--- src/rtl/slp_pkg.sv ---
package slp_pkg;
  localparam int WAKE_N  = 11;
  localparam int PD_N    = 7;
  localparam int REJ_N   = 2;
  localparam int BIAS_W  = 3;
  localparam int CNT_W   = 48;
  localparam int TMR_BIT = 3;

  // Wake sources that only operate in light sleep: GPIO, SDIO, MAC, UART0, UART1, BT
  localparam logic [WAKE_N-1:0] LIGHT_ONLY = 11'b100_1111_0100;

  typedef enum logic [2:0] {
    ST_IDLE, ST_CHECK, ST_PWRDN, ST_SLEEP, ST_WAKE, ST_DONE
  } slp_state_e;

  // isolate the lowest set bit
  function automatic logic [WAKE_N-1:0] lowest_set(input logic [WAKE_N-1:0] v);
    return v & (~v + 1'b1);
  endfunction

  // sources usable at the selected depth
  function automatic logic [WAKE_N-1:0] depth_mask(input logic deep);
    return deep ? ~LIGHT_ONLY : '1;
  endfunction
endpackage

--- src/rtl/slp_timer_match.sv ---
module slp_timer_match #(
  parameter int CW = 48
) (
  input  logic [CW-1:0] count,
  input  logic [CW-1:0] target,
  output logic          hit
);
  assign hit = (count == target);
endmodule

--- src/rtl/slp_wake_filter.sv ---
module slp_wake_filter
  import slp_pkg::*;
#(
  parameter int N = WAKE_N
) (
  input  logic         clk,
  input  logic         rst_n,
  input  logic         deep,
  input  logic [N-1:0] enable,
  input  logic [N-1:0] events,
  output logic [N-1:0] first
);
  logic [N-1:0] gated;

  assign gated = events & enable & depth_mask(deep);
  assign first = lowest_set(gated);

  assert_deep_mask_R6: assert property (@(posedge clk) disable iff (!rst_n)
    deep |-> ((first & LIGHT_ONLY) == '0));
  assert_first_onehot_R8: assert property (@(posedge clk) disable iff (!rst_n)
    $onehot0(first) && ((first & ~events) == '0));
endmodule

--- src/rtl/slp_seq_fsm.sv ---
module slp_seq_fsm
  import slp_pkg::*;
#(
  parameter int NW = WAKE_N,
  parameter int NP = PD_N,
  parameter int NR = REJ_N
) (
  input  logic          clk,
  input  logic          rst_n,
  input  logic          start,
  input  logic          deep_in,
  input  logic [NP-1:0] pd_flags_in,
  input  logic [NW-1:0] wake_en_in,
  input  logic [NR-1:0] rej_en_in,
  input  logic [NR-1:0] rej_lines_in,
  input  logic [NW-1:0] first_evt,
  output logic          deep_q,
  output logic [NW-1:0] en_q,
  output logic [NP-1:0] pd_q,
  output logic          asleep,
  output logic [NW-1:0] cause_q,
  output logic          rejd_q,
  output logic          done,
  output logic          reset_req
);
  slp_state_e    state;
  logic [NP-1:0] flags_q;
  logic          rej_hit_q;
  logic          wake_seen;

  assign wake_seen = (state == ST_SLEEP) && (first_evt != '0);

  always_ff @(posedge clk or negedge rst_n) begin
    if (!rst_n) begin
      state     <= ST_IDLE;
      deep_q    <= 1'b0;
      en_q      <= '0;
      flags_q   <= '0;
      rej_hit_q <= 1'b0;
      rejd_q    <= 1'b0;
      cause_q   <= '0;
      pd_q      <= '0;
    end else begin
      case (state)
        ST_IDLE: if (start) begin
          deep_q    <= deep_in;
          en_q      <= wake_en_in;
          flags_q   <= pd_flags_in;
          rej_hit_q <= |(rej_en_in & rej_lines_in);
          rejd_q    <= 1'b0;
          cause_q   <= '0;
          state     <= ST_CHECK;
        end
        ST_CHECK: begin
          if (rej_hit_q) begin
            rejd_q <= 1'b1;
            state  <= ST_DONE;
          end else begin
            pd_q  <= flags_q;
            state <= ST_PWRDN;
          end
        end
        ST_PWRDN: state <= ST_SLEEP;
        ST_SLEEP: if (wake_seen) begin
          cause_q <= first_evt;
          pd_q    <= '0;
          state   <= ST_WAKE;
        end
        ST_WAKE: state <= ST_DONE;
        default: state <= ST_IDLE;
      endcase
    end
  end

  assign asleep    = (state == ST_PWRDN) || (state == ST_SLEEP);
  assign done      = (state == ST_DONE) && (!deep_q || rejd_q);
  assign reset_req = (state == ST_DONE) && deep_q && !rejd_q;

  assert_pd_only_asleep_R3: assert property (@(posedge clk) disable iff (!rst_n)
    (pd_q != '0) |-> asleep);
  assert_reject_no_pd_R2: assert property (@(posedge clk) disable iff (!rst_n)
    (state == ST_CHECK && rej_hit_q) |=> (pd_q == '0) && done);
  assert_cause_onehot_R8: assert property (@(posedge clk) disable iff (!rst_n)
    $onehot0(cause_q));
  assert_exit_exclusive_R9: assert property (@(posedge clk) disable iff (!rst_n)
    !(done && reset_req));
  assert_release_on_wake_R10: assert property (@(posedge clk) disable iff (!rst_n)
    wake_seen |=> (pd_q == '0) && (cause_q != '0));
endmodule

--- src/rtl/slp_ctrl.sv ---
module slp_ctrl
  import slp_pkg::*;
#(
  parameter int NW = WAKE_N,
  parameter int NP = PD_N,
  parameter int NR = REJ_N,
  parameter int BW = BIAS_W,
  parameter int CW = CNT_W,
  parameter int TB = TMR_BIT
) (
  input  logic          clk,
  input  logic          rst_n,
  input  logic          start,
  input  logic          cfg_deep,
  input  logic [NP-1:0] cfg_pd_flags,
  input  logic [BW-1:0] cfg_dig_bias_wake,
  input  logic [BW-1:0] cfg_dig_bias_sleep,
  input  logic [BW-1:0] cfg_rtc_bias_wake,
  input  logic [BW-1:0] cfg_rtc_bias_sleep,
  input  logic [NW-1:0] wake_en,
  input  logic [NR-1:0] reject_en,
  input  logic [NR-1:0] reject_lines,
  input  logic [NW-1:0] wake_lines,
  input  logic [CW-1:0] rtc_count,
  input  logic [CW-1:0] wake_target,
  output logic [NP-1:0] pd_out,
  output logic [BW-1:0] dig_bias,
  output logic [BW-1:0] rtc_bias,
  output logic [NW-1:0] wake_cause,
  output logic          rejected,
  output logic          done,
  output logic          cpu_reset_req
);
  localparam logic [NW-1:0] TMR_MASK = NW'(1) << TB;

  logic          tmr_hit;
  logic [NW-1:0] evt_eff;
  logic [NW-1:0] first_evt;
  logic [NW-1:0] en_q;
  logic          deep_q;
  logic          asleep;

  slp_timer_match #(.CW(CW)) u_tmr (
    .count(rtc_count), .target(wake_target), .hit(tmr_hit)
  );

  // raw line at the timer position is replaced by the comparator result
  assign evt_eff = (wake_lines & ~TMR_MASK) | (tmr_hit ? TMR_MASK : '0);

  slp_wake_filter #(.N(NW)) u_filt (
    .clk(clk), .rst_n(rst_n), .deep(deep_q), .enable(en_q),
    .events(evt_eff), .first(first_evt)
  );

  slp_seq_fsm #(.NW(NW), .NP(NP), .NR(NR)) u_fsm (
    .clk(clk), .rst_n(rst_n), .start(start), .deep_in(cfg_deep),
    .pd_flags_in(cfg_pd_flags), .wake_en_in(wake_en),
    .rej_en_in(reject_en), .rej_lines_in(reject_lines),
    .first_evt(first_evt), .deep_q(deep_q), .en_q(en_q),
    .pd_q(pd_out), .asleep(asleep), .cause_q(wake_cause),
    .rejd_q(rejected), .done(done), .reset_req(cpu_reset_req)
  );

  assign dig_bias = asleep ? cfg_dig_bias_sleep : cfg_dig_bias_wake;
  assign rtc_bias = asleep ? cfg_rtc_bias_sleep : cfg_rtc_bias_wake;

  assert_bias_low_R4: assert property (@(posedge clk) disable iff (!rst_n)
    (pd_out != '0) |-> (dig_bias == cfg_dig_bias_sleep) && (rtc_bias == cfg_rtc_bias_sleep));
endmodule

--- config.mk ---
export PLATFORM = sky130hd
export DESIGN_NAME = slp_ctrl
export DESIGN_NICKNAME = d
export VERILOG_FILES = /design/src/rtl/slp_pkg.sv /design/src/rtl/slp_timer_match.sv /design/src/rtl/slp_wake_filter.sv /design/src/rtl/slp_seq_fsm.sv /design/src/rtl/slp_ctrl.sv
export SDC_FILE = /design/constraint.sdc
export NUM_CORES = 1
export LEC_CHECK = 0
export CELL_PAD_IN_SITES_DETAIL_PLACEMENT = 0
export CELL_PAD_IN_SITES_GLOBAL_PLACEMENT = 1
export CORE_UTILIZATION = 27
export DETAILED_ROUTE_END_ITERATION = 6
export PLACE_DENSITY = 0.78
export SYNTH_ARGS = -nofsm -noshare
export SYNTH_HDL_FRONTEND = slang
export SYNTH_HIERARCHICAL = 1
export SYNTH_SLANG_ARGS = --single-unit
--- constraint.sdc ---
create_clock -name clk -period 2.48 [get_ports clk]
set_clock_uncertainty 0.15 [all_clocks]
set_input_delay 0.248 -clock clk [delete_from_list [all_inputs] [get_ports clk]]
set_output_delay 0.248 -clock clk [all_outputs]
set_load 0.03 [all_outputs]
==> metrics.md, run 1 <==
| Metric | Value |
|---|---|
| H-tree levels | `2` |
| Largest cells by area after synthesis | `dfrtp_1 37%, xor2_1 15%, mux2_1 7.5%` |
| Vias in the first global route | `2829` |
| IR Drop Worst-Case VDD | `357 uV` |
| Power share of the clock group | `10.2%` |
| Max_slew headroom | `34.9%` |
| Area delta synth->final | `80.2%` |
| Die W | `105 um` |
| Worst setup margin | `0.105 ns` |
| GR Overflow Total | `0` |
| Leakage | `2.68 nW` |
| Sw Pwr | `1.71 mW` |
| CTS buffer count | `5` |
| Vias per Instance | `4.71` |
| Worst min-delay path class | `reg2reg` |
| ANT cells | `0` |
| Starting Density | `27.8%` |
| Int Power | `2.38 mW` |
| Final Wtd Congestion | `0.827` |
| CP Max Fanout | `5` |
| Combinational share of power | `57.1%` |
| Sw frac | `41.8%` |
| Die height | `105 um` |
| Cell depth of the worst hold path | `1` |
| Most common cell after layout, fill and taps aside | `clkdlybuf4s50_1` |
| DP Area | `4770 um2` |
| Drt pass-1 iters | `4` |
| Utilization after layout | `50.0%` |
| Met1 Track Usage GR | `19.9%` |
| Wire per inst | `16.1 um` |
| Final hold violation count | `0` |
| Final ANT Viol Nets | `0` |
| Area leader, netlist | `dfrtp_1` |
| Share of cells above drive strength 1 | `22.6%` |
| Commonest non-fill, non-tap cells in the layout | `72 x clkdlybuf4s50_1, 71 x dlymetal6s2s_1, 44 x xor2_1, 42 x dfrtp_1, 21 x clkbuf_2` |
| Design area | `5160 um2` |
| Total Routing Usage GR | `16.3%` |
| WP data required | `2.56 ns` |
| YS warnings | `6` |
| Number of max-cap violations | `0` |
| Core region area | `10300 um2` |
| Row count | `37` |
| Post-synth top flop | `dfrtp_1` |
| Seq pwr share | `32.6%` |
| Placed instance count | `570` |
| Crit path time final | `2.38 ns` |
| Synth Net Count | `406` |
| Crit Path Class | `in2reg` |
| Sequential area share after synthesis | `36.7%` |
| Total Neg Setup Slack | `0 ns` |
| Routed wire length | `9380 um` |
| Count of cell types in the netlist | `45` |
| PwrDens | `792 nW/um2` |
| Worst Max-Slew Pin Slew | `0.977 ns` |
| Worst skew pair latency | `0.29 ns` |
| Worst slack, placed | `-0.640 ns` |
| GR Layer Usage met3 | `3.31%` |
| Largest net degree at the start of global routing | `43` |
| Max Fclk | `421 MHz` |
| First-pass GRT wire length | `14300 um` |
| HPWL Detailed | `7240 um` |
| Final setup vio count | `0` |
| Initial detailed-routing violation count | `72` |
| Endpoint arrival time on the critical path | `2.45 ns` |
| WHS | `0.333 ns` |
| Total Power | `4.09 mW` |
| Setup crit start kind | `input port` |
| TritonCTS clock tree | `yes` |
| Synth Register Bits | `42` |
| Post-synthesis instance total | `261` |
| DR vias | `2748` |
| Die Area | `11000 um2` |
| Post-Layout Cell Count | `583` |
| Mean Syn Cell Area | `11.0 um2` |
| Fraction of registers with async set/reset | `100%` |
| Post-synth EDFFs | `0` |
| Grt peak-use layer | `met2` |
| R2R Setup Slk | `0.22 ns` |
| Slew Viols, Final | `0` |
| Met2 usage | `29.4%` |
| Initial antenna violation count | `0` |
| Worst Reg-to-Reg Cells | `6` |
| Root buf cell | `clkbuf_8` |
| CTS clk-pin slew, worst paths | `0.07 ns` |
| Worst-case clock buffer depth | `2` |
| Remaining DRCs | `0` |
| Status | `completed` |
| Clk sinks | `42` |
| Unrepaired setup endpoints after global routing | `true` |
| Top-area cell type share of the netlist area | `36.7%` |
| Final #Nets | `592` |
| Ports | `172` |
| Crit share post-route | `95.8%` |
| Netlist Area Pre-Place | `2870 um2` |
| Critical path endpoint category | `register` |
| IO buf count | `170` |
## final cells by class
cell class                      count  area (um2)
Timing Repair Buffer              194        2000
Multi-Input combinational cell    203        1860
Tap cell                          136         170
Clock inverter                      2        10.0
Fill cell                         937        5160
Inverter                            1        3.75
Clock buffer                        5        68.8
Sequential cell                    42        1050
## worst max-delay path, stage by stage
cell and delay (ns):
dlymetal6s2s_1 0.13, xor2_1 0.16, nor4_2 0.28, nand4_1 0.17
nor3_2 0.21, nand2_2 0.12, nand4b_4 0.15, nor4b_4 0.07
nor4_2 0.28, and4_4 0.34, clkbuf_16 0.17, a211o_1 0.11
## cell usage after synthesis, types with 3 or more instances
| cell type | instances |
|---|---|
| a211o_1 | 7 |
| a21boi_0 | 7 |
| a21oi_1 | 6 |
| a21oi_2 | 10 |
| buf_2 | 5 |
| buf_4 | 6 |
| buf_6 | 3 |
| dfrtp_1 | 42 |
| mux2_1 | 19 |
| mux2_4 | 6 |
| nand2_1 | 10 |
| nand3b_1 | 3 |
| nand4_1 | 3 |
| nor2_1 | 6 |
| nor3b_1 | 5 |
| nor4_1 | 14 |
| nor4bb_1 | 8 |
| o22ai_1 | 11 |
| o2bb2ai_1 | 11 |
| xor2_1 | 48 |
## kinds of logic after synthesis
logic type      count (synthesis)  share of synthesized area [%]
compound gates                 62                           16.7
mux                            25                           10.6
flops                          42                           36.7
simple gates                   68                           17.4
buf+inv                        16                           3.89
xor+xnor                       48                           14.7
## power groups by stage
stage,sequential (mW),combinational (mW),clock [mW]
after floorplan,1.49,1.24,0
after global placement,1.32,2.22,0
after detailed placement,1.35,2.26,0
after CTS,1.33,2.27,0.438
after global routing,1.40,2.53,0.477
final,1.33,2.34,0.419
## routing by layer
layer | vias to the layer above | share of wire, %
met1 | 1322 | 42
met2 | 72 | 53
met4 | 0 | 1.1
li1 | 1343 | -
met3 | 11 | 4.1
met5 | - | 0
## flip-flops by register name, summed over array words and instances (netlist names)
register and cells:
u_fsm/state 3, u_fsm/cause_q 11, u_fsm/en_q 11, u_fsm/flags_q 7, u_fsm/pd_q 7, u_fsm/deep_q 1, u_fsm/rej_hit_q 1, u_fsm/rejd_q 1
## final timing paths
check / end / startpoint
max in group asynchronous: u_fsm/flags_q[5] / rst_n
max reg2reg: u_fsm/state[0] / u_fsm/deep_q
min: u_fsm/flags_q[2] / u_fsm/flags_q[2]
max: u_fsm/pd_q[6] / rtc_count[19]
min reg2reg: u_fsm/flags_q[2] / u_fsm/flags_q[2]
min in group asynchronous: u_fsm/rejd_q / rst_n
## timing repair
action,4_1_cts,5_1_grt
endpoints found under the setup margin,21,21
pin swaps,12,53
gates cloned,0,3
buffers inserted,0,2
gates resized for setup,14,143
hold endpoints to repair,42,0
hold buffers,1,0
(Power assumes the default switching activity.)
==> run 2, diff against run 1 <==
--- a/config.mk
+++ b/config.mk
@@ -7,8 +7,10 @@
 export LEC_CHECK = 0
 export CELL_PAD_IN_SITES_DETAIL_PLACEMENT = 0
 export CELL_PAD_IN_SITES_GLOBAL_PLACEMENT = 1
+export CORE_MARGIN = 10
 export CORE_UTILIZATION = 27
 export DETAILED_ROUTE_END_ITERATION = 6
+export GPL_ROUTABILITY_DRIVEN = 0
 export PLACE_DENSITY = 0.78
 export SYNTH_ARGS = -nofsm -noshare
 export SYNTH_HDL_FRONTEND = slang
==> run 2 against run 1 <==
Effect of this change: hold slack better by 0.00060 ns; critical path depth is the same; die area rose by 37%; sequential power hardly changed; critical path type unchanged; largest cell class unchanged; highest routed layer unchanged.
==> metrics.md, run 2 (same netlist as run 1, synthesis figures left out) <==
| Metric | Value |
|---|---|
| Crit Path Class | `in2reg` |
| Worst-case clock buffer depth | `2` |
| CP peak stage delay | `0.33 ns` |
| Hold Path End | `u_fsm/flags_q[3]` |
| Starting Density | `27.8%` |
| Worst hold start | `u_fsm/flags_q[3]` |
| WL met2 | `6400 um` |
| CTS clk-pin slew, worst paths | `0.09 ns` |
| Worst slack, placed | `-0.594 ns` |
| Crit share post-route | `96.1%` |
| Multi-input logic area | `1830 um2` |
| Register area | `1050 um2` |
| Die height | `123 um` |
| H-tree levels | `2` |
| Total Neg Setup Slack | `0 ns` |
| DR vias | `2765` |
| Setup crit start kind | `input port` |
| Critical R2R Launch | `u_fsm/deep_q` |
| Most common cell after layout, fill and taps aside | `dlymetal6s2s_1` |
| Routed length on met3 | `456 um` |
| Total Power | `4.15 mW` |
| Area delta synth->final | `83.2%` |
| Status | `completed` |
| Filler instances | `917` |
| Endpoint arrival time on the critical path | `2.48 ns` |
| Cell depth of the worst hold path | `1` |
| Die Area | `15100 um2` |
| GR Overflow Total | `0` |
| Routed wire length | `11500 um` |
| TritonCTS clock tree | `yes` |
| PwrDens | `791 nW/um2` |
| Worst skew pair latency | `0.30 ns` |
| Wire per inst | `19.8 um` |
| ANT cells | `0` |
| WP data required | `2.58 ns` |
| Share of cells above drive strength 1 | `19.1%` |
| Max layer used | `met4` |
| Crit path depth | `12` |
| Leakage | `2.82 nW` |
| Ports | `172` |
| Worst min-delay path class | `reg2reg` |
| Final hold violation count | `0` |
| Root buf cell | `clkbuf_8` |
| Remaining DRCs | `0` |
| Row count | `37` |
| Drt pass-1 iters | `4` |
| Sw Pwr | `1.76 mW` |
| Design area | `5250 um2` |
| HPWL Detailed | `8930 um` |
| Worst setup margin | `0.0973 ns` |
| Initial detailed-routing violation count | `64` |
| Int Power | `2.39 mW` |
| Final #Nets | `590` |
| IO buf count | `170` |
| Final ANT Viol Nets | `0` |
| IR Drop Worst-Case VDD | `376 uV` |
| Worst Max-Slew Pin Slew | `0.966 ns` |
| DP Area | `4770 um2` |
| Metal-1 WL | `4480 um` |
| WP buf/inv | `2` |
| Seq pwr share | `32.3%` |
| Power share of the clock group | `10.8%` |
| Worst Reg-to-Reg Cells | `6` |
| CP Max Fanout | `5` |
| Top delay family on crit path | `simple AND/OR/NAND/NOR gates` |
| Vias per Instance | `4.75` |
| Initial antenna violation count | `0` |
| Largest net degree at the start of global routing | `43` |
| Core region area | `10300 um2` |
| Number of max-cap violations | `0` |
| First-pass GRT wire length | `16500 um` |
| Total Routing Usage GR | `14.0%` |
| Combinational share of power | `56.9%` |
| CP Cell Sequence | `dlymetal6s2s_1 -> xor2_1 -> nor4_1 -> nand4_1 -> nor3_2 -> nand2_2 -> nand4b_4 -> nor4b_4 -> nor4_2 -> and4_4 -> clkbuf_16 -> a211o_1` |
| Sw frac | `42.4%` |
| Final setup vio count | `0` |
| Slowest-stage cell, CP | `and4_4` |
| R2R Setup Slk | `0.27 ns` |
| CTS buffer count | `5` |
| Crit path time final | `2.38 ns` |
| Critical path endpoint category | `register` |
| Die W | `123 um` |
| Reg2reg end | `u_fsm/state[0]` |
| Clk sinks | `42` |
| Max Fclk | `420 MHz` |
| Commonest non-fill, non-tap cells in the layout | `88 x dlymetal6s2s_1, 72 x clkdlybuf4s50_1, 43 x xor2_1, 42 x dfrtp_1, 19 x mux2_1` |
| Top flop regs | `u_fsm/cause_q: 11 flops, u_fsm/en_q: 11 flops` |
| Utilization after layout | `50.8%` |
| Max_slew headroom | `35.6%` |
| Vias in the first global route | `2929` |
| Slew Viols, Final | `0` |
## run 2: cell types whose count changed in the layout (fill, tap and decap cells not counted), moves of 2 or more
cell            change
buf_6               -2
o2bb2ai_1           -2
clkbuf_2           -13
nor4_4              -2
o2bb2ai_2           +2
buf_4               -3
dlymetal6s2s_1     +17
xor2_2              +2
## run 2: area by class of cell
class,instances,share of cell area [%]
timing repair buffer,192,40.1
multi-input combinational,203,34.8
sequential,42,20.0
tap,136,3.24
clock buffer,5,1.31
clock inverter,3,0.405
inverter,1,0.0715
## run 2: worst reg2reg max path: stages (launching register included)
cell,delay (ns)
dfrtp_1,0.59
a41oi_1,0.16
nor4b_2,0.40
nor4_1,0.08
and4_4,0.23
buf_6,0.14
or3_1,0.35
## run 2: worst max-delay path by stage
stage | end | start
2_1_floorplan | u_fsm/state[2] | wake_target[31]
3_5_place_dp | u_fsm/cause_q[4] | wake_target[44]
4_1_cts | u_fsm/cause_q[4] | wake_target[24]
5_1_grt | u_fsm/pd_q[1] | rtc_count[19]
3_3_place_gp | u_fsm/state[2] | wake_target[31]
6_report | u_fsm/pd_q[6] | rtc_count[36]
## run 2: per-layer routing
| layer | vias to the layer above | GRT usage (%) |
|---|---|---|
| met2 | 65 | 25.9 |
| met4 | 0 | 3.28 |
| li1 | 1336 | - |
| met3 | 10 | 2.73 |
| met1 | 1354 | 16.1 |
| met5 | - | 0 |
## run 2: what timing repair did
action	in CTS	in global routing
resized for setup	1	124
endpoints found under the hold margin	42	0
endpoints found under the setup margin	21	21
pin swaps	7	53
cloned	0	3
buffers inserted	0	1
hold buffers	1	0
## run 2: power groups by stage
stage	clock network, mW	logic, mW	registers (mW)
after floorplan	0	1.24	1.49
after CTS	0.470	2.30	1.34
after detailed placement	0	2.29	1.35
final	0.450	2.36	1.34
after global routing	0.505	2.55	1.40
after global placement	0	2.25	1.33
## run 2: through the flow
step / hold slack (ns) / std cells
4_1_cts: 0.336 / 578
3_5_place_dp: 0.312 / 569
6_report: 0.333 / 582
2_1_floorplan: -0.198 / 261
3_3_place_gp: 0.310 / 569
5_1_grt: 0.358 / 582
